--- src/rtl/gate_seq_pkg.sv ---
// Shared types for the gate sequencer.
// Assumes nothing beyond SystemVerilog 2017 enums.
package gate_seq_pkg;

    // Sequencer phases; each gate enable decodes from one phase only.
    typedef enum logic [2:0] {
        ST_OFF         = 3'd0,
        ST_LS_ON       = 3'd1,
        ST_WAIT_LS_LOW = 3'd2,
        ST_HS_ON       = 3'd3,
        ST_WAIT_SW_LOW = 3'd4
    } seq_state_t;

    // Index of each qualified delay counter.
    localparam int unsigned DLY_DEAD_ON  = 0;
    localparam int unsigned DLY_DEAD_OFF = 1;
    localparam int unsigned DLY_TIMEOUT  = 2;
    localparam int unsigned DLY_COUNT    = 3;

endpackage

--- src/rtl/sense_delay.sv ---
// Counts consecutive cycles in which a sense input is high while armed.
// done is high in the cycle in which the LIMIT-th consecutive sample is seen.
// Assumes the sense input is already synchronous to clk and that LIMIT >= 1.
module sense_delay #(
    parameter int unsigned LIMIT = 2
) (
    input  logic clk,
    input  logic rst_n,
    input  logic arm,
    input  logic sense,
    output logic done
);
    localparam int W = (LIMIT > 1) ? $clog2(LIMIT) : 1;
    localparam logic [W-1:0] LAST = W'(LIMIT - 1);

    logic [W-1:0] cnt;

    // Completion when armed, sensed, and the count has reached the last step.
    always_comb begin
        done = arm && sense && (cnt == LAST);
    end

    // Count qualified samples; any gap or disarm restarts the count.
    always_ff @(posedge clk) begin
        if (!rst_n) begin
            cnt <= '0;
        end else if (!arm || !sense) begin
            cnt <= '0;
        end else if (!done) begin
            cnt <= cnt + 1'b1;
        end
    end
endmodule

--- src/rtl/cmd_decode.sv ---
// Reduces the control inputs to the three requests the sequencer acts on.
// Assumes all inputs are synchronous to the sequencer clock.
module cmd_decode (
    input  logic pwm_cmd,
    input  logic pwm_tri,
    input  logic drive_en,
    input  logic supply_ok,
    input  logic sync_mode,
    output logic run,
    output logic want_hs,
    output logic want_ls
);
    // run is false for disable, lockout or idle; wants are only valid with run.
    always_comb begin
        run     = drive_en && supply_ok && !pwm_tri;
        want_hs = run && pwm_cmd;
        want_ls = run && !pwm_cmd && sync_mode;
    end
endmodule

--- src/rtl/deadtime_gate_seq.sv ---
// Gate-enable sequencer for a synchronous buck stage.
// Each enable is decoded from a registered phase, so the two enables can
// never overlap. Every turn-on waits for the opposite switch to be sensed
// off plus a dead time. A fallback count on the high-side gate sense forces
// the low-side turn-on if the switch node never falls.
// Assumes sense inputs are synchronised upstream and that
// TIMEOUT_CYC > DEAD_OFF_CYC >= 1 and DEAD_ON_CYC >= 1.
module deadtime_gate_seq
    import gate_seq_pkg::*;
#(
    parameter int unsigned DEAD_ON_CYC  = 2,
    parameter int unsigned DEAD_OFF_CYC = 3,
    parameter int unsigned TIMEOUT_CYC  = 25
) (
    input  logic clk,
    input  logic rst_n,
    input  logic pwm_cmd,
    input  logic pwm_tri,
    input  logic drive_en,
    input  logic supply_ok,
    input  logic sync_mode,
    input  logic ls_gate_low,
    input  logic sw_node_low,
    input  logic hs_gate_low,
    output logic hs_en,
    output logic ls_en
);
    localparam int unsigned LIMITS [DLY_COUNT] = '{DEAD_ON_CYC, DEAD_OFF_CYC, TIMEOUT_CYC};

    seq_state_t state, state_nx;
    logic run, want_hs, want_ls;
    logic [DLY_COUNT-1:0] dly_arm, dly_sense, dly_done;

    cmd_decode i_cmd (
        .pwm_cmd   (pwm_cmd),
        .pwm_tri   (pwm_tri),
        .drive_en  (drive_en),
        .supply_ok (supply_ok),
        .sync_mode (sync_mode),
        .run       (run),
        .want_hs   (want_hs),
        .want_ls   (want_ls)
    );

    // Route each delay counter to the phase that arms it and its sense input.
    always_comb begin
        dly_arm[DLY_DEAD_ON]    = (state == ST_WAIT_LS_LOW);
        dly_sense[DLY_DEAD_ON]  = ls_gate_low;
        dly_arm[DLY_DEAD_OFF]   = (state == ST_WAIT_SW_LOW);
        dly_sense[DLY_DEAD_OFF] = sw_node_low;
        dly_arm[DLY_TIMEOUT]    = (state == ST_WAIT_SW_LOW);
        dly_sense[DLY_TIMEOUT]  = hs_gate_low;
    end

    for (genvar g = 0; g < DLY_COUNT; g++) begin : g_dly
        sense_delay #(.LIMIT(LIMITS[g])) i_dly (
            .clk   (clk),
            .rst_n (rst_n),
            .arm   (dly_arm[g]),
            .sense (dly_sense[g]),
            .done  (dly_done[g])
        );
    end

    // Next phase: forced off first, then the handover rules of each phase.
    always_comb begin
        state_nx = state;
        if (!run) begin
            state_nx = ST_OFF;
        end else begin
            unique case (state)
                ST_OFF: begin
                    if (want_hs)                      state_nx = ST_WAIT_LS_LOW;
                    else if (want_ls && hs_gate_low)  state_nx = ST_LS_ON;
                end
                ST_LS_ON: begin
                    if (want_hs)       state_nx = ST_WAIT_LS_LOW;
                    else if (!want_ls) state_nx = ST_OFF;
                end
                ST_WAIT_LS_LOW: begin
                    if (!want_hs)                     state_nx = ST_OFF;
                    else if (dly_done[DLY_DEAD_ON])   state_nx = ST_HS_ON;
                end
                ST_HS_ON: begin
                    if (!want_hs) state_nx = ST_WAIT_SW_LOW;
                end
                ST_WAIT_SW_LOW: begin
                    if (want_hs)                      state_nx = ST_WAIT_LS_LOW;
                    else if (!want_ls)                state_nx = ST_OFF;
                    else if (dly_done[DLY_DEAD_OFF] || dly_done[DLY_TIMEOUT])
                                                      state_nx = ST_LS_ON;
                end
                default: state_nx = ST_OFF;
            endcase
        end
    end

    // Phase register with synchronous active-low reset.
    always_ff @(posedge clk) begin
        if (!rst_n) state <= ST_OFF;
        else        state <= state_nx;
    end

    // Enables decode a single phase each.
    always_comb begin
        hs_en = (state == ST_HS_ON);
        ls_en = (state == ST_LS_ON);
    end
endmodule

--- config.mk ---
export PLATFORM = sky130hd
export DESIGN_NAME = deadtime_gate_seq
export DESIGN_NICKNAME = d
export VERILOG_FILES = /design/src/rtl/gate_seq_pkg.sv /design/src/rtl/sense_delay.sv /design/src/rtl/cmd_decode.sv /design/src/rtl/deadtime_gate_seq.sv
export SDC_FILE = /design/constraint.sdc
export NUM_CORES = 1
export LEC_CHECK = 0
export ABC_AREA = 1
export BUFFER_PORTS_ARGS = -buffer_cell sky130_fd_sc_hd__buf_2
export CAP_MARGIN = 25
export CORE_UTILIZATION = 30
export DETAILED_ROUTE_END_ITERATION = 7
export GPL_ROUTABILITY_DRIVEN = 0
export HOLD_SLACK_MARGIN = 0.08
export PLACE_DENSITY = 0.45
export SETUP_SLACK_MARGIN = 0.3
export SYNTH_ARGS = -nofsm -noshare
export SYNTH_HDL_FRONTEND = slang
export SYNTH_SLANG_ARGS = --single-unit
--- constraint.sdc ---
create_clock -name clk -period 1.8 [get_ports clk]
set_input_delay 0.27 -clock clk [delete_from_list [all_inputs] [get_ports clk]]
set_output_delay 0.27 -clock clk [all_outputs]
set_load 0.02 [all_outputs]
==> key figures, run 1 <==
Run status
  • Status: finished clean

Logic synthesis
  • Synthesized area per cell: 7.02 µm²
  • Synth Flop Type: dfxtp_1
  • Post-synthesis cell type count: 22
  • Yosys reg bits: 11
  • Post-Synthesis Cells: 100
  • Mapped Area: 702 µm²
  • FFs w/ async S/R, synth: 0%
  • Synth warn: 0
  • Post-synth net total: 113
  • Register area share after synthesis: 31.4%
  • Post-synth EDFFs: 0

Setup path
  • R2R Path End: state[2]
  • R2R Path Start: g_dly[2].i_dly.cnt[0]
  • WS Path Type: reg -> out
  • Worst path required time: 1530 ps
  • Register-to-register setup slack: 440 ps
  • Worst path slowest cell: dfxtp_1
  • CP Max Fanout: 4
  • Crit path buffers/inverters: 1
  • Delay-heaviest family, CP: flip-flops
  • Worst reg-to-reg path cell count: 8
  • Critical-path cell list: nand2_1 -> nor2_2 -> buf_2
  • Worst Setup EP: hs_en
  • Critical path depth in cells: 3
  • CP startpoint: state[0]
  • CP Launch Type: flip-flop
  • Worst setup EP type: output port
  • Slowest Stage Delay on Critical Path: 420 ps
  • CP Data Arrival Time: 1110 ps

Die
  • Num rows: 17
  • Ports: 12
  • Initial core utilization: 31.7%
  • Die area: 0.00254 mm²
  • Die W: 50.4 µm
  • Total core area: 0.00221 mm²
  • Die Y: 50.4 µm

CTS
  • Worst skew pair latency: 270 ps
  • Clk sinks: 11
  • CTS buffer count: 3
  • Hold bufs inserted after CTS: 0
  • TritonCTS clock tree: done
  • Reg clk slew, reported paths: 70 ps
  • Max clock buf depth: 2
  • CTS Root Cell: clkbuf_4
  • H-tree depth: 1

Layout
  • Final Non-Filler Cells: 143
  • Layout cells sized above 1: 27.0%
  • Most frequent cells in the layout: nand2_1 (19), inv_1 (17), buf_2 (11)
  • Ant diodes: 0
  • P&R area growth vs syn: 18.0%
  • Most common cell after layout, fill and taps aside: nand2_1
  • Final #Nets: 129
  • Final Cell Area: 828 µm²

Timing
  • Final Critical Period: 1380 ps
  • Relative slew slack: 80.0%
  • Pins over their slew limit: 0
  • Fin Setup TNS: 0 ps
  • Count of final hold-check violations: 0
  • RSZ-0062 raised after global routing: no
  • FMAX: 0.726 GHz
  • Worst Tran Pin Value: 299 ps
  • Layout Skew: 6.84 ps
  • Hold slack: 216 ps
  • Crit share post-route: 76.5%
  • # setup viols final: 0

Global routing
  • GRT Overall Usage: 12.7%
  • Grt total ovfl: 0
  • First-pass GRT wire length: 2370 µm
  • Vias in the first global route: 594
  • Antenna violations before repair: 0
  • Pin count of the biggest net entering global routing: 8

Placement
  • Port Buffer Count: 11
  • Post-Place Cells: 139
  • Post-placement cell area: 797 µm²
  • DP HPWL: 1160 µm

Route
  • Mean routed wirelength per cell: 9.47 µm
  • Post-Route WL: 1350 µm
  • Number of vias per cell: 4.47
  • Residual antenna-violating net count after detailed routing: 0
  • Initial DRC count: 16
  • First-pass detailed-route iteration total: 4
  • Via count: 639
  • # DRC: 0

Run
  • MaxCap Viol Count: 0

Power and ir drop
  • Leak pwr: 0.410 nW
  • Pwr Density: 539 mW/mm²
  • Max VDD drop: 0.326 mV

Min path
  • Min-delay worst type: in -> reg
[registers in the layout, summed over array words and instances (netlist names)]
| register | cells |
|---|---|
| state | 3 |
| g_dly.i_dly.cnt | 8 |
[layout make-up]
class / instances / area [µm²]
Timing Repair Buffer: 11 / 55.1
Inverter: 20 / 75.1
Multi-Input combinational cell: 69 / 414
Sequential cell: 11 / 223
Fill cell: 259 / 1380
Clock buffer: 4 / 26.3
Tap cell: 28 / 35.0
[cell usage after synthesis (2+ instances only)]
library cell	n	area share (%)
dfxtp_1	11	31
xor2_1	3	3.7
nand2_1	19	10
nand4_1	8	7.1
nor3_1	2	1.4
nor2_4	2	3.2
a21oi_1	5	3.6
nand3_1	4	2.9
inv_1	17	9.1
inv_2	3	1.6
ha_1	3	5.3
nor2_1	11	5.9
nand3_2	2	2.9
nor2_2	2	1.8
[per-layer routing]
layer | share of wire (%) | global-route usage, %
met1 | 51 | 14.4
met2 | 44 | 20.7
met3 | 3.9 | 5.45
met4 | 1.7 | 5.56
met5 | 0 | 0
[what timing repair did]
action / in CTS / in global routing
setup buffers: 0 / 0
gates resized for setup: 1 / 2
cloned: 0 / 0
endpoints found under the setup margin: 1 / 4
[report_power, final]
group          internal (mW)  switching [mW]
clock network         0.0859          0.0861
registers              0.243        0.000445
logic                 0.0132          0.0172
[worst min-delay path, stage by stage]
cell,delay [ps]
buf_2,100
nand2_1,50
nor2_1,30
[how the worst min path moves through the flow]
| stage | startpoint | to | slack (ps) | depth (start not counted) |
|---|---|---|---|---|
| after floorplan | ls_gate_low | g_dly[0].i_dly.cnt | 390 | 2 |
| after global routing | ls_gate_low | g_dly[0].i_dly.cnt | 210 | 3 |
| after detailed placement | g_dly[1].i_dly.cnt[1] | g_dly[1].i_dly.cnt[1] | 460 | 2 |
| after CTS | ls_gate_low | g_dly[0].i_dly.cnt | 210 | 3 |
| after global placement | g_dly[1].i_dly.cnt[1] | g_dly[1].i_dly.cnt[1] | 460 | 2 |
| final | ls_gate_low | g_dly[0].i_dly.cnt | 220 | 3 |
[cells by family after synthesis]
logic type,Yosys count,synth area share (%)
and+or+nand+nor,54,41.7
buffers and inverters,20,10.7
DFF,11,31.4
AOI/OAI and AO/OA,9,7.13
xor gates and xnor gates,3,3.74
adders and majority gates,3,5.35
[through the flow]
step | power [mW] | worst slack, ps | utilization (%)
2_1_floorplan | 0.264 | 410 | -
3_3_place_gp | 0.280 | 455 | 36.0
3_5_place_dp | 0.280 | 431 | 36.0
4_1_cts | 0.458 | 355 | 37.3
5_1_grt | 0.469 | 312 | 37.4
6_report | 0.446 | 423 | 37.4
No activity file was read; power rests on OpenSTA's default activity.
==> run 2, diff against run 1 <==
- clock period: 1.8 -> 1.3 ns (I/O delays scaled with it)
==> key figures, run 2 (synthesis results as in run 1) <==
Placement
  • Dpl ws: 27.8 ps (-403 ps)
  • Post-placement cell area: 851 µm² (+6.8%)
  • Post-Place Cells: 141 (+1.4%)
  • DP HPWL: 1170 µm (+1.3%)
  • Port Buffer Count: 11 (unchanged)

CTS
  • Worst skew pair latency: 280 ps (about the same)
  • Clk sinks: 11 (unchanged)
  • Reg clk slew, reported paths: 80 ps (about the same)
  • H-tree depth: 1 (unchanged)
  • CTS Root Cell: clkbuf_4
  • TritonCTS clock tree: done
  • CTS buffer count: 3 (unchanged)
  • Max clock buf depth: 2 (unchanged)

Min path
  • Min-delay worst type: in -> reg
  • Hold path start: ls_gate_low
  • Hold Path End: g_dly[0].i_dly.cnt
  • WHS Path Cells: 3 (unchanged)

Layout
  • Max FFs per register: 8 (unchanged)
  • Final Non-Filler Cells: 152 (+6.3%)
  • P&R area growth vs syn: 41.9%
  • Largest regs: g_dly.i_dly.cnt x8, state x3
  • Most common cell after layout, fill and taps aside: nand2_1
  • Layout cells sized above 1: 46.0% (+19 points)
  • Ant diodes: 0 (unchanged)
  • Top reg by flops: g_dly.i_dly.cnt
  • Most frequent cells in the layout: nand2_1 (16), inv_1 (12), nor2_1 (10)
  • Final #Nets: 138 (+7.0%)
  • Final Cell Area: 996 µm² (+20%)

Power and ir drop
  • Max VDD drop: 0.344 mV (+5.4%)
  • Leak pwr: 0.471 nW (+15%)
  • Pwr Total: 632 µW (+42%)
  • Pwr Density: 634 mW/mm² (+18%)

Setup path
  • CP startpoint: state[1]
  • CP Launch Type: flip-flop
  • Worst reg-to-reg path cell count: 7 (-1)
  • Critical-path cell list: nand2_1 -> nor2_4 -> buf_4
  • R2R Path End: state[2]
  • Worst path required time: 1110 ps (-420 ps)
  • Register-to-register setup slack: 60 ps (-380 ps)
  • R2R Path Start: state[1]
  • CP Data Arrival Time: 1070 ps (-40 ps)
  • Slowest Stage Delay on Critical Path: 410 ps (about the same)
  • CP Max Fanout: 6 (+2)
  • Worst path slowest cell: dfxtp_4
  • Worst setup EP type: output port
  • WS Path Type: reg -> out

Timing
  • Count of final hold-check violations: 0 (unchanged)
  • Crit share post-route: 97.0%
  • # setup viols final: 0 (unchanged)
  • Final Critical Period: 1260 ps
  • Pins over their slew limit: 0 (unchanged)
  • FMAX: 0.793 GHz
  • Relative slew slack: 76.7% (-3.3 points)
  • Layout Skew: 3.24 ps (-3.60 ps)
  • Post-route worst setup slack: 38.4 ps (-384 ps)
  • Worst Tran Pin Value: 347 ps (+47.8 ps)
  • RSZ-0062 raised after global routing: yes

Die
  • Ports: 12 (unchanged)
  • Total core area: 0.00221 mm² (unchanged)
  • Die Y: 50.4 µm (unchanged)
  • Die W: 50.4 µm (unchanged)
  • Die area: 0.00254 mm² (unchanged)
  • Num rows: 17 (unchanged)
  • Initial core utilization: 31.7% (unchanged)

Route
  • Mean routed wirelength per cell: 10.0 µm (+5.9%)
  • Number of vias per cell: 4.57 (+2.3%)
  • Post-Route WL: 1520 µm (+13%)
  • Via count: 695 (+8.8%)
  • Initial DRC count: 13 (-3)
  • # DRC: 0 (unchanged)
  • First-pass detailed-route iteration total: 2 (-2)
  • Residual antenna-violating net count after detailed routing: 0 (unchanged)

Global routing
  • Grt total ovfl: 0 (unchanged)
  • Vias in the first global route: 680 (+14%)
  • GRT Overall Usage: 14.9% (+2.1 points)
  • First-pass GRT wire length: 2860 µm (+21%)
  • Antenna violations before repair: 0 (unchanged)
  • Pin count of the biggest net entering global routing: 8 (unchanged)

Run status
  • Status: finished clean

Run
  • MaxCap Viol Count: 0 (unchanged)
==> run 2: cell types whose count changed in the layout (fill, tap and decap cells not counted), moves of 4 or more <==
cell     change
inv_2        +4
buf_4        +9
inv_1        -5
dfxtp_1      -5
==> run 2: per-stage QoR <==
stage | setup TNS [ps] | hold slack, ps | utilization [%]
2_1_floorplan | 0 | 314 | -
3_3_place_gp | 0 | 460 | 38.5
3_5_place_dp | 0 | 436 | 38.5
4_1_cts | 0 | 137 | 43.5
5_1_grt | -149 | 126 | 45.0
6_report | 0 | 137 | 45.0
==> run 2: area by class of cell <==
| type | instances | area (µm²) |
|---|---|---|
| inverters | 20 | 77.6 |
| well taps | 28 | 35.0 |
| fillers | 243 | 1220 |
| clock buffers | 4 | 26.3 |
| multi-input cells | 69 | 485 |
| repair buffers | 20 | 135 |
| flip-flops and latches | 11 | 236 |
==> run 2: how the worst max path moves through the flow <==
| stage | slack [ps] | to | cells past startpoint |
|---|---|---|---|
| final | 40 | hs_en | 3 |
| after global routing | -40 | state[2] | 7 |
| after CTS | 30 | state[1] | 9 |
| after detailed placement | 30 | state[1] | 8 |
| after global placement | 20 | state[1] | 10 |
| after floorplan | 120 | state[1] | 9 |
==> run 2: metal layers <==
layer | GRT usage, % | vias to the layer above | routed length [µm]
met1 | 18.6 | 313 | 731
met5 | 0 | - | 0
met4 | 6.94 | 0 | 27
met3 | 4.24 | 4 | 44
li1 | - | 371 | -
met2 | 23.3 | 7 | 720
==> run 2: what timing repair did <==
action	CTS	global route
hold buffers	0	0
gates resized for setup	12	7
hold endpoints to repair	0	0
setup buffers	6	1
pin swaps	11	11
setup endpoints to repair	11	11
==> run 2: power breakdown <==
| group | internal [mW] | switching, mW | leakage [nW] | total [mW] |
|---|---|---|---|---|
| registers | 0.331 | 0.000768 | 0.0931 | 0.332 |
| clock network | 0.119 | 0.133 | 0.0150 | 0.252 |
| logic | 0.0207 | 0.0274 | 0.363 | 0.0481 |
==> run 2: critical path: cells and delay by family, from the launching register on <==
family	cells	cell delay, ps
flip-flops	1	410
AND/OR/NAND/NOR	2	240
buffers and inverters	1	150
==> run 3, diff against run 2 <==
- SETUP_SLACK_MARGIN: 0.3 -> default
- clock period: 1.3 -> 1.4 ns (I/O delays scaled with it)
==> key figures, run 3 (synthesis results as in run 1) <==
Global routing
  • Vias in the first global route: 596 (-12%)
  • Grt total ovfl: 0 (unchanged)
  • Gr busiest metal: met2
  • First-pass GRT wire length: 2390 µm (-17%)
  • Met2 GRT Util: 20.9% (-2.4 points)
  • Pin count of the biggest net entering global routing: 8 (unchanged)
  • Antenna violations before repair: 0 (unchanged)
  • Met1 usage: 15.0% (-3.6 points)
  • Met3 usage: 5.45% (+1.2 points)
  • GRT Overall Usage: 12.8% (-2.0 points)

Timing
  • RSZ-0062 raised after global routing: yes
  • Pins over their slew limit: 0 (unchanged)
  • Count of final hold-check violations: 0 (unchanged)
  • FMAX: 0.778 GHz
  • Layout Skew: 7.96 ps (+4.72 ps)
  • Fin Setup TNS: 0 ps (unchanged)
  • Final Critical Period: 1290 ps
  • Post-route worst setup slack: 114 ps (+75.9 ps)
  • Relative slew slack: 82.7% (+6.1 points)
  • # setup viols final: 0 (unchanged)
  • Crit share post-route: 91.8%
  • Worst Tran Pin Value: 257 ps (-90.4 ps)

Die
  • Die W: 50.4 µm (unchanged)
  • Die Y: 50.4 µm (unchanged)
  • Initial core utilization: 31.7% (unchanged)
  • Ports: 12 (unchanged)
  • Die area: 0.00254 mm² (unchanged)
  • Total core area: 0.00221 mm² (unchanged)
  • Num rows: 17 (unchanged)

Setup path
  • Worst path required time: 1600 ps (+490 ps)
  • Worst setup EP type: flip-flop
  • CP Launch Type: flip-flop
  • CP Max Fanout: 5 (-1)
  • WS Path Type: reg -> reg
  • CP Data Arrival Time: 1490 ps (+420 ps)

CTS
  • Reg clk slew, reported paths: 80 ps (about the same)
  • Worst skew pair latency: 270 ps (about the same)
  • TritonCTS clock tree: done
  • H-tree depth: 1 (unchanged)
  • Max clock buf depth: 2 (unchanged)
  • CTS buffer count: 3 (unchanged)
  • Clk sinks: 11 (unchanged)
  • Hold bufs inserted after CTS: 0 (unchanged)
  • CTS Root Cell: clkbuf_4

Placement
  • DP HPWL: 1170 µm (-0.43%)
  • Port Buffer Count: 11 (unchanged)
  • Dpl ws: 78.8 ps (+51.0 ps)

Route
  • Via count: 668 (-3.9%)
  • # DRC: 0 (unchanged)
  • Mean routed wirelength per cell: 9.80 µm (-2.2%)
  • First-pass detailed-route iteration total: 3 (+1)
  • Post-Route WL: 1440 µm (-5.4%)
  • Initial DRC count: 4 (-9)
  • Residual antenna-violating net count after detailed routing: 0 (unchanged)
  • Number of vias per cell: 4.54 (-0.62%)

Layout
  • Top reg by flops: g_dly.i_dly.cnt
  • Ant diodes: 0 (unchanged)
  • Max FFs per register: 8 (unchanged)
  • Largest regs: g_dly.i_dly.cnt x8, state x3
  • Layout cells sized above 1: 35.3% (-11 points)
  • Final #Nets: 133 (-3.6%)
  • P&R area growth vs syn: 24.6%
  • Most frequent cells in the layout: nand2_1 (19), inv_1 (14), buf_2 (11)
  • Most common cell after layout, fill and taps aside: nand2_1

Min path
  • Min-delay worst type: in -> reg

Power and ir drop
  • Pwr Density: 657 mW/mm² (+3.5%)
  • Max VDD drop: 0.354 mV (+2.9%)
  • Leak pwr: 0.429 nW (-8.9%)

Run
  • MaxCap Viol Count: 0 (unchanged)

Run status
  • Status: finished clean
## run 3: changes by cell type in the layout (fill, tap and decap cells not counted), sizes merged
cell  change
buf       -5
## run 3: final timing paths
path	slack [ps]	end	cells after the start	start
setup / recovery	110	state[1]	10	g_dly[2].i_dly.cnt[0]
hold / removal	170	g_dly[0].i_dly.cnt	3	ls_gate_low
setup reg to reg	110	state[1]	10	g_dly[2].i_dly.cnt[0]
hold reg to reg	460	g_dly[1].i_dly.cnt[1]	2	g_dly[1].i_dly.cnt[1]
## run 3: cell type report
class	instances	area (µm²)
fillers	252	1340
multi-input cells	69	427
flip-flops and latches	11	226
repair buffers	15	85.1
inverters	20	75.1
well taps	28	35.0
clock buffers	4	26.3
## run 3: stage by stage
step	utilization, %	std cells	cell area (µm²)	hold WS (ps)	total power [mW]
2_1_floorplan	-	100	707	329	0.340
3_3_place_gp	36.4	140	805	447	0.360
3_5_place_dp	36.4	140	805	453	0.361
4_1_cts	37.6	144	832	160	0.587
5_1_grt	39.5	147	875	176	0.606
6_report	39.5	147	875	172	0.574
## run 3: layer usage
layer  wire, µm  up-vias
met5          0        -
met4         12        0
met3         53        2
met2        693        8
met1        682      299
li1           -      359
## run 3: timing repair
| item | CTS | global route |
|---|---|---|
| pin swaps | 0 | 6 |
| cloned | 0 | 0 |
| endpoints found under the setup margin | 1 | 4 |
| endpoints found under the hold margin | 0 | 0 |
| resized for setup | 1 | 10 |
| buffers inserted | 0 | 3 |
## run 3: worst max-delay path, cell delays in order, from the launching register on
cell	delay (ps)
dfxtp_2	330
inv_2	90
ha_4	130
nand4_1	130
inv_2	110
nand2_4	60
nand3_4	80
nand3_2	90
nand2_1	70
inv_1	30
nor2_1	90
## run 3: report_power, final
group	internal [mW]	switching [mW]	leakage [nW]
logic	0.0170	0.0226	0.323
registers	0.313	0.000574	0.0911
clock network	0.110	0.111	0.0150
total	0.440	0.134	0.429
